## config.mk

```make
export PLATFORM = sky130hd
export DESIGN_NAME = touch_i2c_slave
export DESIGN_NICKNAME = d
export VERILOG_FILES = /design/src/rtl/tsi_pkg.sv /design/src/rtl/tsi_line_filter.sv /design/src/rtl/tsi_bus_events.sv /design/src/rtl/tsi_engine.sv /design/src/rtl/touch_i2c_slave.sv
export SDC_FILE = /design/constraint.sdc
export NUM_CORES = 1
export LEC_CHECK = 0
export CAP_MARGIN = 10
export CORE_MARGIN = 4
export CORE_UTILIZATION = 55
export DETAILED_ROUTE_END_ITERATION = 12
export DONT_BUFFER_PORTS = 1
export PLACE_DENSITY = 0.7
export SLEW_MARGIN = 20
export SYNTH_ARGS = -nofsm -noshare
export SYNTH_HDL_FRONTEND = slang
export SYNTH_SLANG_ARGS = --single-unit
```

## constraint.sdc

```tcl
create_clock -name clk -period 2.1 [get_ports clk]
set_input_delay 0.21 -clock clk [delete_from_list [all_inputs] [get_ports clk]]
set_output_delay 0.21 -clock clk [all_outputs]
set_load 0.05 [all_outputs]
```

## src/rtl/tsi_pkg.sv

```systemverilog
package tsi_pkg;
  localparam logic [5:0] DEV_ADDR_HI = 6'b100100;

  typedef enum logic [2:0] {
    ST_IDLE,
    ST_ADDR,
    ST_AACK,
    ST_CMD,
    ST_CACK,
    ST_TX,
    ST_MACK,
    ST_WAIT
  } tsi_state_e;
endpackage

```

## src/rtl/tsi_line_filter.sv

```systemverilog
module tsi_line_filter #(
  parameter int LINES       = 2,
  parameter int SYNC_STAGES = 2
) (
  input  logic             clk,
  input  logic             rst,
  input  logic [LINES-1:0] raw,
  output logic [LINES-1:0] clean
);
  genvar g;
  generate
    for (g = 0; g < LINES; g++) begin : g_line
      logic [SYNC_STAGES-1:0] sync_q;
      logic [2:0]             win_q;
      logic                   vote_q;
      always_ff @(posedge clk) begin
        if (rst) begin
          sync_q <= '1;
          win_q  <= '1;
          vote_q <= 1'b1;
        end else begin
          sync_q <= {sync_q[SYNC_STAGES-2:0], raw[g]};
          win_q  <= {win_q[1:0], sync_q[SYNC_STAGES-1]};
          vote_q <= (win_q[0] & win_q[1]) | (win_q[1] & win_q[2]) | (win_q[0] & win_q[2]);
        end
      end
      assign clean[g] = vote_q;
    end
  endgenerate
endmodule

```

## src/rtl/tsi_bus_events.sv

```systemverilog
module tsi_bus_events (
  input  logic clk,
  input  logic rst,
  input  logic scl_f,
  input  logic sda_f,
  output logic start_ev,
  output logic stop_ev,
  output logic scl_rise,
  output logic scl_fall
);
  logic scl_q, sda_q;

  always_ff @(posedge clk) begin
    if (rst) begin
      scl_q <= 1'b1;
      sda_q <= 1'b1;
    end else begin
      scl_q <= scl_f;
      sda_q <= sda_f;
    end
  end

  assign start_ev = scl_q & scl_f & sda_q & ~sda_f;
  assign stop_ev  = scl_q & scl_f & ~sda_q & sda_f;
  assign scl_rise = ~scl_q & scl_f;
  assign scl_fall = scl_q & ~scl_f;
endmodule

```

## src/rtl/tsi_engine.sv

```systemverilog
module tsi_engine
  import tsi_pkg::*;
#(
  parameter int RES_W = 12
) (
  input  logic             clk,
  input  logic             rst,
  input  logic             start_ev,
  input  logic             stop_ev,
  input  logic             scl_rise,
  input  logic             scl_fall,
  input  logic             sda_f,
  input  logic             addr_sel,
  input  logic [RES_W-1:0] result,
  output logic             sda_oe,
  output logic             cmd_start,
  output logic [2:0]       cmd_chan,
  output logic             cmd_pd,
  output logic             cmd_mode,
  output logic             cmd_valid,
  output logic             rd_start,
  output logic             conv_req
);
  localparam int CNT_W = 4;
  localparam logic [CNT_W-1:0] BITS = CNT_W'(8);
  localparam int LOW_W = RES_W - 8;
  localparam int PAD_W = 8 - LOW_W;

  tsi_state_e       st;
  logic [CNT_W-1:0] cnt;
  logic [7:0]       shreg;
  logic [6:0]       txsh;
  logic [7:0]       low_byte;
  logic             is_read;
  logic             cmd_seen;
  logic             m_ack;
  logic             more;
  logic             addr_hit;
  logic [7:0]       first_b;
  logic [7:0]       second_b;

  assign addr_hit = (shreg[7:1] == {DEV_ADDR_HI, addr_sel});
  assign first_b  = result[RES_W-1 -: 8];
  assign second_b = {result[LOW_W-1:0], {PAD_W{1'b0}}};

  always_ff @(posedge clk) begin
    if (rst) begin
      st        <= ST_IDLE;
      cnt       <= '0;
      shreg     <= '0;
      txsh      <= '0;
      low_byte  <= '0;
      is_read   <= 1'b0;
      cmd_seen  <= 1'b0;
      m_ack     <= 1'b0;
      more      <= 1'b0;
      sda_oe    <= 1'b0;
      cmd_start <= 1'b0;
      cmd_chan  <= '0;
      cmd_pd    <= 1'b0;
      cmd_mode  <= 1'b0;
      cmd_valid <= 1'b0;
      rd_start  <= 1'b0;
      conv_req  <= 1'b0;
    end else begin
      cmd_valid <= 1'b0;
      rd_start  <= 1'b0;
      conv_req  <= 1'b0;
      if (stop_ev) begin
        st     <= ST_IDLE;
        sda_oe <= 1'b0;
      end else if (start_ev) begin
        st     <= ST_ADDR;
        cnt    <= '0;
        sda_oe <= 1'b0;
      end else begin
        case (st)
          ST_ADDR, ST_CMD: begin
            if (scl_rise) begin
              shreg <= {shreg[6:0], sda_f};
              cnt   <= cnt + 1'b1;
            end else if (scl_fall && cnt == BITS) begin
              if (st == ST_ADDR) begin
                if (addr_hit) begin
                  sda_oe  <= 1'b1;
                  is_read <= shreg[0];
                  st      <= ST_AACK;
                  if (shreg[0]) begin
                    rd_start <= 1'b1;
                    conv_req <= cmd_seen;
                  end
                end else begin
                  st <= ST_WAIT;
                end
              end else begin
                cmd_start <= shreg[7];
                cmd_chan  <= shreg[6:4];
                cmd_pd    <= shreg[2];
                cmd_mode  <= shreg[1];
                cmd_valid <= 1'b1;
                cmd_seen  <= 1'b1;
                sda_oe    <= 1'b1;
                st        <= ST_CACK;
              end
            end
          end
          ST_AACK: begin
            if (scl_fall) begin
              cnt <= '0;
              if (is_read) begin
                txsh     <= first_b[6:0];
                low_byte <= second_b;
                sda_oe   <= ~first_b[7];
                more     <= ~cmd_mode;
                st       <= ST_TX;
              end else begin
                sda_oe <= 1'b0;
                st     <= ST_CMD;
              end
            end
          end
          ST_CACK: begin
            if (scl_fall) begin
              sda_oe <= 1'b0;
              st     <= ST_WAIT;
            end
          end
          ST_TX: begin
            if (scl_rise) begin
              cnt <= cnt + 1'b1;
            end else if (scl_fall) begin
              if (cnt == BITS) begin
                sda_oe <= 1'b0;
                st     <= ST_MACK;
              end else begin
                sda_oe <= ~txsh[6];
                txsh   <= {txsh[5:0], 1'b0};
              end
            end
          end
          ST_MACK: begin
            if (scl_rise) begin
              m_ack <= ~sda_f;
            end else if (scl_fall) begin
              if (m_ack && more) begin
                txsh   <= low_byte[6:0];
                sda_oe <= ~low_byte[7];
                more   <= 1'b0;
                cnt    <= '0;
                st     <= ST_TX;
              end else begin
                st <= ST_WAIT;
              end
            end
          end
          default: ;
        endcase
      end
    end
  end
endmodule

```

## src/rtl/touch_i2c_slave.sv

```systemverilog
module touch_i2c_slave #(
  parameter int RES_W       = 12,
  parameter int SYNC_STAGES = 2
) (
  input  logic             clk,
  input  logic             rst,
  input  logic             scl_i,
  input  logic             sda_i,
  input  logic             addr_sel,
  input  logic [RES_W-1:0] result,
  output logic             sda_oe,
  output logic             cmd_start,
  output logic [2:0]       cmd_chan,
  output logic             cmd_pd,
  output logic             cmd_mode,
  output logic             cmd_valid,
  output logic             rd_start,
  output logic             conv_req
);
  logic [1:0] clean;
  logic       scl_f, sda_f;
  logic       bus_start, bus_stop, scl_rise, scl_fall;

  tsi_line_filter #(.LINES(2), .SYNC_STAGES(SYNC_STAGES)) u_filt (
    .clk   (clk),
    .rst   (rst),
    .raw   ({scl_i, sda_i}),
    .clean (clean)
  );

  assign scl_f = clean[1];
  assign sda_f = clean[0];

  tsi_bus_events u_ev (
    .clk      (clk),
    .rst      (rst),
    .scl_f    (scl_f),
    .sda_f    (sda_f),
    .start_ev (bus_start),
    .stop_ev  (bus_stop),
    .scl_rise (scl_rise),
    .scl_fall (scl_fall)
  );

  tsi_engine #(.RES_W(RES_W)) u_eng (
    .clk       (clk),
    .rst       (rst),
    .start_ev  (bus_start),
    .stop_ev   (bus_stop),
    .scl_rise  (scl_rise),
    .scl_fall  (scl_fall),
    .sda_f     (sda_f),
    .addr_sel  (addr_sel),
    .result    (result),
    .sda_oe    (sda_oe),
    .cmd_start (cmd_start),
    .cmd_chan  (cmd_chan),
    .cmd_pd    (cmd_pd),
    .cmd_mode  (cmd_mode),
    .cmd_valid (cmd_valid),
    .rd_start  (rd_start),
    .conv_req  (conv_req)
  );
endmodule

```

* Word-level counts from Yosys, hierarchy flattened
Cells that the tools add are included.
** Word-level totals
- Register bits after elaboration :: 54
- Bits of input ports :: 17
- Output and inout bits :: 10
- Logic and storage cells :: 170
** Cells by class
- Reductions and logical operators :: 25
- Equal/unequal tests :: 32
- Multiplexer cells :: 53
- Bitwise operators :: 33
- $add $sub $neg :: 1
** Operators with widths (number)
- $mux W7 :: 8
- $mux W3 :: 12
- $mux W4 :: 6
- $ne A3 B2 Y1 const B :: 8
- $reduce_and A11 Y1 :: 2
- $mux W1 :: 21
- $pmux W7 S3 :: 1
- $reduce_and A10 Y1 :: 2
- $ne A2 B1 Y1 const B :: 8
- $not A1 Y1 :: 16
- $pmux W3 S5 :: 1
- $reduce_and A7 Y1 :: 2
- $and A1 B1 Y1 :: 13
- $pmux W4 S3 :: 1
- $eq A3 B3 Y1 const B :: 3
- $ne A3 B3 Y1 const B :: 3
- $reduce_or A9 Y1 :: 1
- $ne A2 B2 Y1 const B :: 4
- $reduce_and A4 Y1 :: 2
- $reduce_and A8 Y1 :: 1
- $reduce_or A8 Y1 :: 1
- $eq A7 B7 Y1 :: 1
- $eq A3 B2 Y1 const B :: 2
- $reduce_and A6 Y1 :: 1
- 18 further kinds :: 24

* Logic depth before layout (Yosys ltp)
- Depth in word-level cells :: 7
- Depth in mapped cells :: 7
- Mapped depth without buffers :: 6

* Cells and area by module
From an unflattened synthesis, not the netlist that was laid out.
** Unflattened totals
- Cell total of the unflattened synthesis :: 278
- Area, all modules :: 2491.1 um^2
** By module, submodules not included
- tsi_engine :: area an instance 2044.5 um^2, cells an instance 239, times used 1, seq. area each 800.8 um^2
- tsi_line_filter :: area an instance 361.6 um^2, cells an instance 31, times used 1, seq. area each 240.2 um^2
- tsi_bus_events :: area an instance 85.1 um^2, cells an instance 8, times used 1, seq. area each 40.0 um^2

* Least setup slack after synthesis
No wires, ideal clock.
- Path kind :: reg2reg
- Start :: reg u_eng.shreg[2]
- End :: reg u_eng.is_read
- Path buffers :: 0
- Library setup time :: 0.132 ns
- Required time :: 1.968 ns
- Path slack :: 0.320 ns
- Stages on the path, launching flop included :: 5
- Period minus slack after synthesis :: 1.780 ns
- Arrival :: 1.648 ns
- Cell sequence :: dfxtp_1 or4b_4 or4_4 o41ai_2 a21oi_1
** Between the ends
- Cells in the longest elaborated chain, start to end :: 2
** RTL lines
- start: declaration :: RTL line tsi_engine.sv:31 : logic [7:0] shreg;
- start signal: assignment :: RTL line tsi_engine.sv:80 : shreg <= {shreg[6:0], sda_f};
- $eq A7 B7 Y1 :: RTL line tsi_engine.sv:42 : assign addr_hit = (shreg[7:1] == {DEV_ADDR_HI, addr_sel});
- $reduce_and A7 Y1 (no source line)
- end signal: assignment :: RTL line tsi_engine.sv:86 : is_read <= shreg[0];
- end: declaration :: RTL line tsi_engine.sv:34 : logic is_read;
Every way passes these cells.
A chain may end at the register's enable or synchronous reset.

* Worst setup path after layout
- Start :: reg u_eng.shreg[2]
- End :: reg u_eng.sda_oe
** Between the ends
- Cells in the longest elaborated chain, start to end :: 3
** RTL lines
- $eq A7 B7 Y1 :: RTL line tsi_engine.sv:42
- $ne A3 B2 Y1 (no source line)
- $reduce_and A11 Y1 (no source line)
- end signal: assignment :: RTL line tsi_engine.sv:113 : sda_oe <= ~first_b[7];
- end signal: assignment :: RTL line tsi_engine.sv:136 : sda_oe <= ~txsh[6];
- end signal: assignment :: RTL line tsi_engine.sv:147 : sda_oe <= ~low_byte[7];
- end: declaration :: RTL line tsi_engine.sv:15 : output logic sda_oe,
Every way passes these cells.

==> summary.txt <==
Timing
  – Endpoints failing setup: 0
  – Final worst clock skew: 0.00342 ns
  – Setup TNS: 0 ns
  – Unrepaired setup endpoints after global routing: false
  – Number of hold violations in the final report: 0
  – Achievable frequency: 531 MHz
  – Tcrit/Tclk final: 89.6%
  – Actual slew at the worst max-slew pin: 0.569 ns
  – Max transition margin: 61.7%
  – Max-slew violation count: 0
  – Shortest clock period the worst path allows after layout: 1.88 ns

Layout
  – Number of nets in the finished design: 299
  – Post-Route Utilization: 63.1%
  – Multi-input gate area: 1250 µm²
  – Area grow syn2layout: 7.95%
  – Final non-filler cell area: 2600 µm²
  – Ratio of cells with drive above 1 in the final layout: 12.8%
  – Footprint of the flip-flops and latches: 1080 µm²
  – Filler Cell Count: 367

Detailed routing
  – Total length of routed wires: 4990 µm
  – Detail Route Antenna Nets: 0
  – Vias per inst: 5.93
  – Number of design-rule violations left by the first detailed-router iteration: 125
  – Drt pass-1 iters: 4
  – Routed wirelength normalized by instance count: 15.0 µm
  – Number of design rule violations left after detail routing: 0
  – Total via count in the routed design: 1,969

Clock tree
  – H-tree depth: 2
  – Resized Gates After CTS: 0
  – Post-CTS Setup Repair Bufs: 0
  – Sinks on Clock Net: 54
  – Clock tree from TritonCTS: built
  – CTS clock-pin slew for the worst setup and hold paths: 0.10 ns
  – Inserted Clock Buffers: 5
  – Clk Latency, worst-skew pair: 0.31 ns
  – Hold bufs inserted after CTS: 3
  – Cell at the root of the clock tree: sky130_fd_sc_hd__clkbuf_8
  – Clock Path Buffers: 2

Power
  – Share of power burned in registers: 61.2%
  – Total Power Consumption: 1.68 mW
  – Internal power: 1.32 mW
  – Switching pwr: 365 µW
  – PD cells: 648 nW/µm²
  – Clock power share: 36.4%
  – Max rail drop VDD: 0.511 mV
  – Comb power frac: 2.3%
  – Switching fraction of total power: 21.7%
  – Leakage: 0.866 nW

Outcome
  – Run status: completed

Synth
  – Biggest area contributors in the synthesized netlist: sky130_fd_sc_hd__dfxtp_1 (45%), sky130_fd_sc_hd__a21oi_1 (6.0%), sky130_fd_sc_hd__nand2_1 (5.0%)
  – Simple logic cell fraction of the synthesized area: 26.0%
  – Post-Synthesis Net Count: 298
  – Number of flip-flops and latches in the synthesized netlist: 54
  – Most used flip-flop cell after synthesis: sky130_fd_sc_hd__dfxtp_1
  – Post-Synth Adder-Cell Area: 1.04%
  – Synth top area share: 44.9%
  – Number of enable-type register cells in the synthesized netlist: 0
  – Cell variety after synth: 50
  – Share of async-settable or async-resettable flops after synthesis: 0%
  – Share of synthesized area spent on multiplexers: 3.74%
  – Synthesized-area fraction occupied by ao, oa, aoi and oai cells: 19.9%
  – Synth Cell Area: 2410 µm²
  – Fraction of synthesized cell area in xor and xnor cells: 1.09%
  – Dominant combinational cell family by area after synthesis: simple AND/OR/NAND/NOR gates
  – Yosys warns: 0
  – Mean instance size in the synthesized netlist: 8.63 µm²
  – Number of cells produced by synthesis: 279
  – Post-synth top area cell: sky130_fd_sc_hd__dfxtp_1
  – Part of the Yosys area used for sequential elements: 44.9%

Setup path
  – Crit path DAT: 2.13 ns
  – Maximum net fanout on the critical path: 4
  – Setup Crit Path Kind: reg2reg
  – Startpoint of the lowest-slack register-to-register path: u_eng.shreg[2]
  – CP Data Required Time: 2.34 ns
  – Startpoint class of the critical path: register
  – Flop-to-flop setup slack: 0.22 ns
  – Register-to-Register Path Depth: 4
  – Crit Reg-Reg Endpoint: u_eng.sda_oe
  – Capturing element type of the critical path: register

GRT
  – Number of antenna violations at the first check in global routing: 0
  – First-pass GRT wire length: 8460 µm
  – Total overflow reported by the global router: 0
  – Total GRT Usage: 19.8%
  – Largest net degree at the start of global routing: 44
  – Number of global-route vias before repair: 1,813

Floorplan
  – Width of the chip: 74.2 µm
  – Area of the core: 4120 µm²
  – Area enclosed by the die boundary: 5500 µm²
  – Number of rows in the core area: 23
  – Starting density of the core: 58.5%
  – I/O pin total: 27
  – Die height: 74.2 µm

Worst hold path
  – Endpoint of the worst hold path: u_eng.low_byte[4]
  – Hold Crit Class: in2reg
  – Launch point of the worst hold path: result[0]
  – Min-Delay Path Depth: 2

Placed design
  – Placed inst area: 2460 µm²
  – GP Congestion: 0.837
  – PortBufs: 0
  – DP HPWL: 3420 µm

Job
  – Max-cap violation count: 0
## metrics by stage
stage	hold slack [ns]	instances	setup slack [ns]
6_report	0.0381	332	0.218
5_1_grt	0.0414	331	0.163
4_1_cts	0.0304	331	0.212
3_5_place_dp	0.287	320	0.227
3_3_place_gp	0.285	320	0.284
2_1_floorplan	0.314	279	0.320
## cell type report
cell class              instances  area share, %
multi-input cells             204           48.0
flip-flops and latches         54           41.6
repair buffers                  9           3.27
clock buffers                   6           3.18
well taps                      50           2.41
inverters                       6          0.867
clock inverters                 2          0.626
diodes                          1         0.0963
## worst max path at each step
stage,depth (start not counted),end,start,slack (ns)
3_3_place_gp,4,u_eng.is_read,u_eng.shreg[2],0.28
2_1_floorplan,4,u_eng.is_read,u_eng.shreg[2],0.32
5_1_grt,4,u_eng.sda_oe,u_eng.shreg[2],0.16
3_5_place_dp,4,u_eng.sda_oe,u_eng.shreg[2],0.23
4_1_cts,4,u_eng.sda_oe,u_eng.shreg[2],0.21
6_report,4,u_eng.sda_oe,u_eng.shreg[2],0.22
## routing by layer
layer  vias to the layer above  global-route usage [%]  share of wire [%]
li1                        997                       -                  -
met1                       923                    27.1                 46
met2                        41                    30.3                 46
met3                         8                    5.41                6.3
met4                         0                    6.64                1.3
met5                         -                       0                  0
## placed cells by master (no fill, tap or decap), types with 2 or more instances in the layout
cell type / count
sky130_fd_sc_hd__or2_2: 11
sky130_fd_sc_hd__nand3b_1: 3
sky130_fd_sc_hd__xor2_1: 2
sky130_fd_sc_hd__nor3_1: 8
sky130_fd_sc_hd__a22o_1: 6
sky130_fd_sc_hd__nand2_1: 32
sky130_fd_sc_hd__nor2b_1: 7
sky130_fd_sc_hd__nand4_1: 2
sky130_fd_sc_hd__mux2i_1: 9
sky130_fd_sc_hd__nand2b_1: 9
sky130_fd_sc_hd__nor2_1: 22
sky130_fd_sc_hd__a21oi_1: 29
sky130_fd_sc_hd__a21bo_2: 2
sky130_fd_sc_hd__nand3_1: 11
sky130_fd_sc_hd__a211oi_1: 4
sky130_fd_sc_hd__o21ai_0: 9
sky130_fd_sc_hd__o31ai_1: 2
sky130_fd_sc_hd__dlygate4sd3_1: 2
sky130_fd_sc_hd__clkbuf_8: 6
sky130_fd_sc_hd__a22oi_1: 4
sky130_fd_sc_hd__dfxtp_1: 54
sky130_fd_sc_hd__a2bb2oi_1: 2
sky130_fd_sc_hd__inv_1: 6
sky130_fd_sc_hd__buf_4: 6
sky130_fd_sc_hd__or3_1: 2
sky130_fd_sc_hd__ha_1: 2
sky130_fd_sc_hd__a311oi_1: 3
## power groups by stage
stage | Sequential, mW | Combinational, mW | Clock [mW]
6_report | 1.03 | 0.0395 | 0.613
5_1_grt | 1.03 | 0.0447 | 0.680
4_1_cts | 1.03 | 0.0395 | 0.640
3_5_place_dp | 1.05 | 0.0213 | 0
3_3_place_gp | 1.05 | 0.0210 | 0
2_1_floorplan | 1.05 | 0.0282 | 0
## flip-flops by register name, summed over array words and instances (netlist names), 2 cells and up
signal / cells
u_eng.st: 3
u_eng.txsh: 7
u_eng.shreg: 8
u_filt.g_line.win_q: 6
u_filt.g_line.vote_q: 2
u_filt.g_line.sync_q: 4
u_eng.cmd_chan: 3
u_eng.cnt: 4
u_eng.low_byte: 4
## synth_stat cells (all sizes together), types with 3 or more instances
cell type / instances
o21ai: 9
dfxtp: 54
nand3: 11
nand3b: 3
nor3: 9
nand2b: 9
a211oi: 4
a22o: 6
nor2: 22
a311oi: 3
nand2: 32
clkbuf: 13
nor2b: 7
inv: 6
a22oi: 4
a21oi: 29
or2: 11
mux2i: 9
## worst max-delay path: stages (launching register included)
cell and delay [ns]:
sky130_fd_sc_hd__dfxtp_1 0.34, sky130_fd_sc_hd__or4b_4 0.55, sky130_fd_sc_hd__or3_1 0.40, sky130_fd_sc_hd__a221oi_2 0.32, sky130_fd_sc_hd__mux2i_1 0.20
## cell families (layout without fill, tap and decap cells)
family                   count (synthesis)  after routing
adder cells (fa/ha/maj)                  2              2
AND/OR/NAND/NOR                        119            119
multiplexers                             9              9
buffers and inverters                   21             23
XOR/XNOR                                 3              3
flip-flops                              54             54
AO/OA/AOI/OAI                           71             71
other                                    0              1
(Power assumes the default switching activity.)
